`src/rtl/gpio_bank_pkg.sv`:
```
package gpio_bank_pkg;

    // Word offsets (byte offset / 4) of each register group
    localparam int OWN_WORD  = 'h00 / 4;
    localparam int CTRL_WORD = 'h7C / 4;
    localparam int STAT_WORD = 'h80 / 4;
    localparam int EN_WORD   = 'h90 / 4;
    localparam int CFG_WORD  = 'h100 / 4;

    // Configuration word 1 bit positions
    localparam int C1_OUT  = 31;
    localparam int C1_IN   = 30;
    localparam int C1_TLVL = 4;
    localparam int C1_TINV = 3;
    localparam int C1_DIR  = 2;
    localparam int C1_USE  = 0;

    // Configuration word 2 bit positions
    localparam int C2_SDIS = 2;

    typedef enum logic [2:0] {
        RK_NONE,
        RK_OWN,
        RK_CTRL,
        RK_STAT,
        RK_EN,
        RK_CFG1,
        RK_CFG2
    } reg_kind_e;

    typedef enum logic {
        ST_IDLE,
        ST_RESP
    } port_state_e;

    typedef struct packed {
        logic       out_lvl;
        logic       trig_lvl;
        logic       trig_inv;
        logic       dir_in;
        logic       use_gpio;
        logic       sense_dis;
        logic [1:0] pull;
    } pin_cfg_t;

    localparam pin_cfg_t CFG_RESET = '{
        out_lvl:   1'b0,
        trig_lvl:  1'b0,
        trig_inv:  1'b0,
        dir_in:    1'b1,
        use_gpio:  1'b0,
        sense_dis: 1'b1,
        pull:      2'b00
    };

endpackage

```
`src/rtl/gpio_addr_dec.sv`:
```
module gpio_addr_dec
    import gpio_bank_pkg::*;
#(
    parameter int NUM_PINS = 94,
    parameter int ADDR_W   = 12,
    localparam int NWORDS  = (NUM_PINS + 31) / 32,
    localparam int WIDX_W  = (NWORDS > 1) ? $clog2(NWORDS) : 1,
    localparam int PIN_W   = (NUM_PINS > 1) ? $clog2(NUM_PINS) : 1
) (
    input  logic [ADDR_W-1:0] addr,
    output reg_kind_e         kind,
    output logic [WIDX_W-1:0] widx,
    output logic [PIN_W-1:0]  pin
);

    int word;

    always_comb begin
        kind = RK_NONE;
        widx = '0;
        pin  = '0;
        word = int'(addr >> 2);
        if (word >= OWN_WORD && word < OWN_WORD + NWORDS) begin
            kind = RK_OWN;
            widx = WIDX_W'(word - OWN_WORD);
        end else if (word == CTRL_WORD) begin
            kind = RK_CTRL;
        end else if (word >= STAT_WORD && word < STAT_WORD + NWORDS) begin
            kind = RK_STAT;
            widx = WIDX_W'(word - STAT_WORD);
        end else if (word >= EN_WORD && word < EN_WORD + NWORDS) begin
            kind = RK_EN;
            widx = WIDX_W'(word - EN_WORD);
        end else if (word >= CFG_WORD && word < CFG_WORD + 2 * NUM_PINS) begin
            kind = (((word - CFG_WORD) % 2) == 1) ? RK_CFG2 : RK_CFG1;
            pin  = PIN_W'((word - CFG_WORD) / 2);
        end
    end

endmodule

```
`src/rtl/gpio_in_sync.sv`:
```
module gpio_in_sync #(
    parameter int WIDTH = 94
) (
    input  logic             clk,
    input  logic             rst_n,
    input  logic [WIDTH-1:0] din,
    output logic [WIDTH-1:0] dout
);

    logic [WIDTH-1:0] stage1;

    always_ff @(posedge clk or negedge rst_n) begin
        if (!rst_n) begin
            stage1 <= '0;
            dout   <= '0;
        end else begin
            stage1 <= din;
            dout   <= stage1;
        end
    end

endmodule

```
`src/rtl/gpio_pin_cfg.sv`:
```
module gpio_pin_cfg
    import gpio_bank_pkg::*;
#(
    parameter int NUM_PINS = 94,
    localparam int PIN_W   = (NUM_PINS > 1) ? $clog2(NUM_PINS) : 1
) (
    input  logic                      clk,
    input  logic                      rst_n,
    input  logic                      wr_c1,
    input  logic                      wr_c2,
    input  logic [PIN_W-1:0]          pin,
    input  logic [31:0]               wdata,
    output pin_cfg_t [NUM_PINS-1:0]   cfg,
    output logic [NUM_PINS-1:0]       pin_oe,
    output logic [NUM_PINS-1:0]       pin_out,
    output logic [2*NUM_PINS-1:0]     pin_pull,
    output logic [NUM_PINS-1:0]       trig_level,
    output logic [NUM_PINS-1:0]       trig_invert
);

    for (genvar p = 0; p < NUM_PINS; p++) begin : g_pin
        pin_cfg_t q;
        logic     hit;

        assign hit = (pin == PIN_W'(p));

        always_ff @(posedge clk or negedge rst_n) begin
            if (!rst_n) begin
                q <= CFG_RESET;
            end else begin
                if (wr_c1 && hit) begin
                    q.out_lvl  <= wdata[C1_OUT];
                    q.trig_lvl <= wdata[C1_TLVL];
                    q.trig_inv <= wdata[C1_TINV];
                    q.dir_in   <= wdata[C1_DIR];
                    q.use_gpio <= wdata[C1_USE];
                end
                if (wr_c2 && hit) begin
                    q.sense_dis <= wdata[C2_SDIS];
                    q.pull      <= wdata[1:0];
                end
            end
        end

        assign cfg[p]            = q;
        assign pin_oe[p]         = q.use_gpio & ~q.dir_in;
        assign pin_out[p]        = q.out_lvl;
        assign pin_pull[2*p +: 2] = q.pull;
        assign trig_level[p]     = q.trig_lvl;
        assign trig_invert[p]    = q.trig_inv;
    end

endmodule

```
`src/rtl/gpio_bank_regs.sv`:
```
module gpio_bank_regs #(
    parameter int NUM_PINS = 94,
    localparam int NWORDS  = (NUM_PINS + 31) / 32,
    localparam int WIDX_W  = (NWORDS > 1) ? $clog2(NWORDS) : 1
) (
    input  logic                clk,
    input  logic                rst_n,
    input  logic                wr_stat,
    input  logic                wr_en_bank,
    input  logic                wr_ctrl,
    input  logic [WIDX_W-1:0]   widx,
    input  logic [31:0]         wdata,
    input  logic [NUM_PINS-1:0] irq_event,
    output logic [NUM_PINS-1:0] stat,
    output logic [NUM_PINS-1:0] int_en,
    output logic                line_sel,
    output logic                irq_line0,
    output logic                irq_line1
);

    logic [NUM_PINS-1:0] clr_mask;
    logic [NUM_PINS-1:0] en_hit;
    logic                any_irq;

    for (genvar p = 0; p < NUM_PINS; p++) begin : g_mask
        assign clr_mask[p] = wr_stat && (widx == WIDX_W'(p / 32)) && wdata[p % 32];
        assign en_hit[p]   = wr_en_bank && (widx == WIDX_W'(p / 32));
    end

    always_ff @(posedge clk or negedge rst_n) begin
        if (!rst_n) begin
            stat     <= '0;
            int_en   <= '0;
            line_sel <= 1'b0;
        end else begin
            // a new event outranks a clear in the same cycle
            stat <= irq_event | (stat & ~clr_mask);
            for (int p = 0; p < NUM_PINS; p++) begin
                if (en_hit[p]) int_en[p] <= wdata[p % 32];
            end
            if (wr_ctrl) line_sel <= wdata[0];
        end
    end

    assign any_irq   = |(stat & int_en);
    assign irq_line0 = any_irq & ~line_sel;
    assign irq_line1 = any_irq & line_sel;

endmodule

```
`src/rtl/gpio_reg_port.sv`:
```
module gpio_reg_port
    import gpio_bank_pkg::*;
#(
    parameter int NUM_PINS = 94,
    localparam int NWORDS  = (NUM_PINS + 31) / 32,
    localparam int WIDX_W  = (NWORDS > 1) ? $clog2(NWORDS) : 1,
    localparam int PIN_W   = (NUM_PINS > 1) ? $clog2(NUM_PINS) : 1
) (
    input  logic                    clk,
    input  logic                    rst_n,
    input  logic                    rd_en,
    input  reg_kind_e               kind,
    input  logic [WIDX_W-1:0]       widx,
    input  logic [PIN_W-1:0]        pin,
    input  logic [NUM_PINS-1:0]     own_map,
    input  logic [NUM_PINS-1:0]     stat,
    input  logic [NUM_PINS-1:0]     int_en,
    input  logic                    line_sel,
    input  pin_cfg_t [NUM_PINS-1:0] cfg,
    input  logic [NUM_PINS-1:0]     in_sync,
    output logic                    rd_valid,
    output logic [31:0]             rdata
);

    port_state_e state_q;
    port_state_e state_d;

    logic [NWORDS*32-1:0] own_pad;
    logic [NWORDS*32-1:0] stat_pad;
    logic [NWORDS*32-1:0] en_pad;
    logic [31:0]          rd_word;
    logic [31:0]          rdata_q;
    pin_cfg_t             sel_cfg;
    logic                 in_lvl;

    // state register
    always_ff @(posedge clk or negedge rst_n) begin
        if (!rst_n) state_q <= ST_IDLE;
        else        state_q <= state_d;
    end

    // next-state logic
    always_comb begin
        state_d = state_q;
        unique case (state_q)
            ST_IDLE: if (rd_en) state_d = ST_RESP;
            ST_RESP: state_d = rd_en ? ST_RESP : ST_IDLE;
            default: state_d = ST_IDLE;
        endcase
    end

    // read word assembly
    always_comb begin
        own_pad                = '0;
        stat_pad               = '0;
        en_pad                 = '0;
        own_pad[NUM_PINS-1:0]  = own_map;
        stat_pad[NUM_PINS-1:0] = stat;
        en_pad[NUM_PINS-1:0]   = int_en;
        sel_cfg                = cfg[pin];
        in_lvl                 = in_sync[pin] & ~sel_cfg.sense_dis;
        rd_word                = '0;
        unique case (kind)
            RK_OWN:  rd_word = own_pad[widx*32 +: 32];
            RK_STAT: rd_word = stat_pad[widx*32 +: 32];
            RK_EN:   rd_word = en_pad[widx*32 +: 32];
            RK_CTRL: rd_word = {31'b0, line_sel};
            RK_CFG1: begin
                rd_word[C1_OUT]  = sel_cfg.out_lvl;
                rd_word[C1_IN]   = in_lvl;
                rd_word[C1_TLVL] = sel_cfg.trig_lvl;
                rd_word[C1_TINV] = sel_cfg.trig_inv;
                rd_word[C1_DIR]  = sel_cfg.dir_in;
                rd_word[C1_USE]  = sel_cfg.use_gpio;
            end
            RK_CFG2: rd_word = {29'b0, sel_cfg.sense_dis, sel_cfg.pull};
            default: rd_word = '0;
        endcase
    end

    always_ff @(posedge clk or negedge rst_n) begin
        if (!rst_n)     rdata_q <= '0;
        else if (rd_en) rdata_q <= rd_word;
        else            rdata_q <= '0;
    end

    // outputs
    always_comb begin
        rd_valid = 1'b0;
        rdata    = '0;
        unique case (state_q)
            ST_IDLE: rd_valid = 1'b0;
            ST_RESP: begin
                rd_valid = 1'b1;
                rdata    = rdata_q;
            end
            default: rd_valid = 1'b0;
        endcase
    end

endmodule

```
`src/rtl/gpio_bank_ctrl.sv`:
```
module gpio_bank_ctrl
    import gpio_bank_pkg::*;
#(
    parameter int NUM_PINS = 94,   // up to 128: the status and enable banks must not overlap
    parameter int ADDR_W   = 12,
    localparam int NWORDS  = (NUM_PINS + 31) / 32,
    localparam int WIDX_W  = (NWORDS > 1) ? $clog2(NWORDS) : 1,
    localparam int PIN_W   = (NUM_PINS > 1) ? $clog2(NUM_PINS) : 1
) (
    input  logic                  clk,
    input  logic                  rst_n,
    input  logic                  wr_en,
    input  logic                  rd_en,
    input  logic [ADDR_W-1:0]     addr,
    input  logic [31:0]           wdata,
    output logic                  rd_valid,
    output logic [31:0]           rdata,
    input  logic [NUM_PINS-1:0]   own_map,
    input  logic [NUM_PINS-1:0]   irq_event,
    input  logic [NUM_PINS-1:0]   pin_in,
    output logic [NUM_PINS-1:0]   pin_oe,
    output logic [NUM_PINS-1:0]   pin_out,
    output logic [2*NUM_PINS-1:0] pin_pull,
    output logic [NUM_PINS-1:0]   trig_level,
    output logic [NUM_PINS-1:0]   trig_invert,
    output logic                  irq_line0,
    output logic                  irq_line1
);

    reg_kind_e               kind;
    logic [WIDX_W-1:0]       widx;
    logic [PIN_W-1:0]        pin;
    pin_cfg_t [NUM_PINS-1:0] cfg;
    logic [NUM_PINS-1:0]     in_sync;
    logic [NUM_PINS-1:0]     stat;
    logic [NUM_PINS-1:0]     int_en;
    logic                    line_sel;

    gpio_addr_dec #(.NUM_PINS(NUM_PINS), .ADDR_W(ADDR_W)) u_dec (
        .addr (addr),
        .kind (kind),
        .widx (widx),
        .pin  (pin)
    );

    gpio_in_sync #(.WIDTH(NUM_PINS)) u_sync (
        .clk   (clk),
        .rst_n (rst_n),
        .din   (pin_in),
        .dout  (in_sync)
    );

    gpio_pin_cfg #(.NUM_PINS(NUM_PINS)) u_cfg (
        .clk         (clk),
        .rst_n       (rst_n),
        .wr_c1       (wr_en && kind == RK_CFG1),
        .wr_c2       (wr_en && kind == RK_CFG2),
        .pin         (pin),
        .wdata       (wdata),
        .cfg         (cfg),
        .pin_oe      (pin_oe),
        .pin_out     (pin_out),
        .pin_pull    (pin_pull),
        .trig_level  (trig_level),
        .trig_invert (trig_invert)
    );

    gpio_bank_regs #(.NUM_PINS(NUM_PINS)) u_banks (
        .clk        (clk),
        .rst_n      (rst_n),
        .wr_stat    (wr_en && kind == RK_STAT),
        .wr_en_bank (wr_en && kind == RK_EN),
        .wr_ctrl    (wr_en && kind == RK_CTRL),
        .widx       (widx),
        .wdata      (wdata),
        .irq_event  (irq_event),
        .stat       (stat),
        .int_en     (int_en),
        .line_sel   (line_sel),
        .irq_line0  (irq_line0),
        .irq_line1  (irq_line1)
    );

    gpio_reg_port #(.NUM_PINS(NUM_PINS)) u_port (
        .clk      (clk),
        .rst_n    (rst_n),
        .rd_en    (rd_en),
        .kind     (kind),
        .widx     (widx),
        .pin      (pin),
        .own_map  (own_map),
        .stat     (stat),
        .int_en   (int_en),
        .line_sel (line_sel),
        .cfg      (cfg),
        .in_sync  (in_sync),
        .rd_valid (rd_valid),
        .rdata    (rdata)
    );

endmodule

```
`config.mk`:
```
export PLATFORM = sky130hd
export DESIGN_NAME = gpio_bank_ctrl
export DESIGN_NICKNAME = d
export VERILOG_FILES = /design/src/rtl/gpio_bank_pkg.sv /design/src/rtl/gpio_addr_dec.sv /design/src/rtl/gpio_in_sync.sv /design/src/rtl/gpio_pin_cfg.sv /design/src/rtl/gpio_bank_regs.sv /design/src/rtl/gpio_reg_port.sv /design/src/rtl/gpio_bank_ctrl.sv
export SDC_FILE = /design/constraint.sdc
export NUM_CORES = 2
export LEC_CHECK = 0
export BUFFER_PORTS_ARGS = -buffer_cell sky130_fd_sc_hd__buf_2
export CORE_AREA = 4 4 355 357
export CTS_CLUSTER_DIAMETER = 60
export DETAILED_ROUTE_END_ITERATION = 6
export DIE_AREA = 0 0 359 361
export GPL_TIMING_DRIVEN = 0
export PLACE_DENSITY = 0.68
export REMOVE_ABC_BUFFERS = 1
export SLEW_MARGIN = 40
export SYNTH_ARGS = -nofsm -noshare
export SYNTH_HDL_FRONTEND = slang
export SYNTH_SLANG_ARGS = --single-unit
```
`constraint.sdc`:
```
create_clock -name clk -period 4.5 [get_ports clk]
set_input_delay 0.9 -clock clk [delete_from_list [all_inputs] [get_ports clk]]
set_output_delay 0.9 -clock clk [all_outputs]
set_load 0.005 [all_outputs]
```
==> results.sh <==
export IMPL_status="finished, violations left"
export IMPL_violations="negative setup slack"
export IMPL_utilization_pct=55.9
export IMPL_routed_wl_mm=239
export IMPL_slew_violations=0
export IMPL_setup_viol=1
export IMPL_syn_area_per_cell_um2=11.5
export IMPL_die_w_um=359
export IMPL_grt_max_degree=102
export IMPL_max_cap_violations=0
export IMPL_cp_start_kind="primary input"
export IMPL_vias=45200
export IMPL_routabilityCongestion=0.929
export IMPL_grt_pass1_wl_mm=337
export IMPL_cts_tree="yes"
export IMPL_first_global_vias=45400
export IMPL_clk_pin_slew_worst_paths_ns=0.07
export IMPL_dieHeight_um=361
export IMPL_path_depth=16
export IMPL_cts_buffer_depth=3
export IMPL_drive_gt1_share_pct=47.2
export IMPL_htree_num_levels=4
export IMPL_end_kind="flip-flop"
export IMPL_cp_slowest_cell="a31oi_1"
export IMPL_core_um2=123000
export IMPL_synth_distinct_cells=82
export IMPL_synth_largest_area_cell="dfrtp_1"
export IMPL_finalHoldViolCount=0
export IMPL_dp_cells=6997
export IMPL_r2r_cells=9
export IMPL_synth_cells=5038
export IMPL_power_density_nw_per_um2=360
export IMPL_synth_edff_count=0
export IMPL_cp_required_ns=5.18
export IMPL_reg2reg_setup_slack_ns=1.63
export IMPL_dp_hpwl_mm=175
export IMPL_numCtsBuffers=137
export IMPL_vias_per_cell=6.18
export IMPL_postSynth_asyncResetShare_pct=100
export IMPL_hold_depth=1
export IMPL_finalCriticalPeriod_ns=4.54
export IMPL_fin_tns_setup_ns=-0.0397
export IMPL_clock_root_buffer="clkbuf_16"
export IMPL_io_pins=929
export IMPL_worstHoldPathType="primary input to flip-flop"
export IMPL_worst_path_most_repeated_cell="buf_16"
export IMPL_synthesis_area_um2=57900
export IMPL_critPathMaxStageDelay_ns=0.74
export IMPL_first_iter_violations=4632
export IMPL_nFillCells=10300
export IMPL_crit_type="primary input to flip-flop"
export IMPL_drc_errors=0
export IMPL_areaGrowthSynthToFinish_pct=18.7
export IMPL_critical_path_top_delay_family="compound AO/OA/AOI/OAI gates"
export IMPL_relSlewSlack_pct=35.7
export IMPL_grt_total_usage_pct=35.8
export IMPL_worstMarginPinSlew_ns=0.958
export IMPL_peakVddDrop_mv=0.414
export IMPL_synth_area_top_cells="dfrtp_1, mux2_2, dfstp_2"
export IMPL_cts_sinks=1162
export IMPL_p_leak_nw=32.8
export IMPL_antenna_found_initial=26
export IMPL_finClkSkew_ns=0.0306
export IMPL_drtPass1Iterations=6
export IMPL_arrival_ns=5.22
export IMPL_synth_seq_cells=1162
export IMPL_synth_warning_count=0
export IMPL_numPortBuffers=926
export IMPL_crit_path_max_fanout=11
export IMPL_total_power_mw=24.7
export IMPL_grt_remaining_overflow=0
export IMPL_netlist_area_leader_share_pct=42.1
export IMPL_nets=5879
export IMPL_min_period_over_period_pct=101
export IMPL_wl_per_cell_um=32.8
export IMPL_max_freq_mhz=220
export IMPL_ys_seq_area_share_pct=50.6
export IMPL_fp_row_count=129
export IMPL_clock_latency_ns=0.79
export IMPL_synthFlopType="dfrtp_1"
export IMPL_start_util_pct=47.1
export IMPL_dieArea_um2=130000
export IMPL_crit_chain="buf_4 > inv_1 > ha_1 > nor3b_4 > and2_1 > ha_4 > and3b_2 > nor2_1 > o21a_2 > nor2_4 > buf_16 > buf_16 > o21ai_0 > a31oi_1 > o31ai_4 > a32o_1"
export IMPL_path_buf_inv=4
export IMPL_final_cells=7308
export IMPL_layout_setup_ws_ns=-0.0397
export IMPL_drtAntennaViolNets=0
[worst reg2reg max path, cell delays in order, from the launching register on]
cell,delay [ns]
dfstp_2,0.53
mux2i_1,0.07
a2bb2oi_1,0.30
a21oi_1,0.08
a32oi_1,0.19
a31oi_1,0.14
or4_1,0.57
or3_4,0.44
mux2i_4,0.28
o41ai_2,0.13
[kinds of logic after synthesis]
kind of cell,after synthesis,synth area share [%]
compound gates,907,11.1
flops,1162,50.6
mux,1028,19.8
simple gates,1090,9.43
fa+ha+maj,5,0.108
xor+xnor,5,0.0757
buf+inv,841,8.81
[area by class of cell]
| cell class | count | area [µm²] | area share (%) |
|---|---|---|---|
| well taps | 1637 | 2050 | 2.98 |
| inverters | 26 | 129 | 0.188 |
| flip-flops and latches | 1162 | 29300 | 42.7 |
| multi-input cells | 3036 | 24300 | 35.4 |
| clock inverters | 71 | 912 | 1.33 |
| diodes | 12 | 30.0 | 0.0437 |
| clock buffers | 183 | 3870 | 5.64 |
| repair buffers | 1181 | 8040 | 11.7 |
[synthesized netlist by cell type (all sizes together), types with 23 or more instances]
cell type    n
nand4       26
nand3      135
nor3        39
and2        40
a21o       122
dfrtp      974
nand2b      97
a21oi      167
mux2       914
nor2       169
nor2b      100
dfstp      188
nand2      424
a31oi       38
a221oi      95
buf        618
o22ai      103
o21ai       67
a211oi      23
mux2i      111
o221ai      62
o21a        29
a22oi       58
inv         25
clkbuf     197
[power by group]
part,internal [mW],switching (mW)
logic,0.734,1.44
clock network,6.96,4.86
registers,10.6,0.0836
total,18.3,6.38
[cells in the final DEF, fill, tap and decap left out, drive strengths merged, types with 14 or more instances in the layout]
master,synthesis,layout
buf,618,1176
dfrtp,974,974
mux2,914,914
nand2,424,424
dfstp,188,188
clkbuf,197,185
nor2,169,169
a21oi,167,167
nand3,135,136
a21o,122,122
mux2i,111,111
o22ai,103,103
nor2b,100,100
nand2b,97,97
a221oi,95,95
o21ai,67,67
o221ai,62,62
a22oi,58,58
inv,25,41
and2,40,40
nor3,39,39
a31oi,38,38
clkinv,1,35
o21a,29,29
nand4,26,26
a211oi,23,23
o211ai,20,20
a22o,18,18
nor4,18,18
bufinv,0,14
[registers in the layout, indices dropped and copies added, names as in the netlist]
signal            count
u_cfg.cfg           752
u_port.state_q        1
u_port.rdata_q       32
u_banks.int_en       94
u_sync.stage1        94
u_banks.stat         94
u_banks.line_sel      1
u_sync.dout          94
[worst paths after layout]
check                                                 end                   startpoint
max                           u_port.rdata_q[4]$_DFF_PN0_                      addr[8]
min                            u_sync.stage1[5]$_DFF_PN0_                    pin_in[5]
max reg2reg                  u_port.rdata_q[30]$_DFF_PN0_   u_cfg.cfg[362]$_DFFE_PN1P_
min reg2reg                     u_sync.dout[52]$_DFF_PN0_  u_sync.stage1[52]$_DFF_PN0_
max in group asynchronous      u_cfg.cfg[220]$_DFFE_PN1P_                        rst_n
min in group asynchronous  u_banks.int_en[15]$_DFFE_PN0P_                        rst_n
[routing by layer]
metal	part of all wire (%)	GRT usage, %	vias up	routed length [µm]
met5	0.035	0	-	84
met3	11	12.5	703	26000
li1	-	-	18700	-
met1	36	42.5	23100	87000
met4	6.9	21.0	12	16600
met2	46	56.5	2626	110000
[per-stage QoR]
step                      cell area, µm²  setup WS (ns)  hold WS, ns
after global placement             59600         -33.61        0.332
after CTS                          68400        -0.0826        0.154
after detailed placement           62900          -3.60        0.335
final                              68700        -0.0397        0.199
after global routing               68700        -0.0135        0.171
after floorplan                    52900         -10.97        0.331
[repair_timing]
item                                    4_1_cts  5_1_grt
hold buffers                                  1        0
resized for setup                            60       28
endpoints found under the setup margin      760      500
hold endpoints to repair                     40        0
setup buffers                                30       10
cloned                                        3        2
pin swaps                                    21        9
No activity file was read; power rests on OpenSTA's default activity.
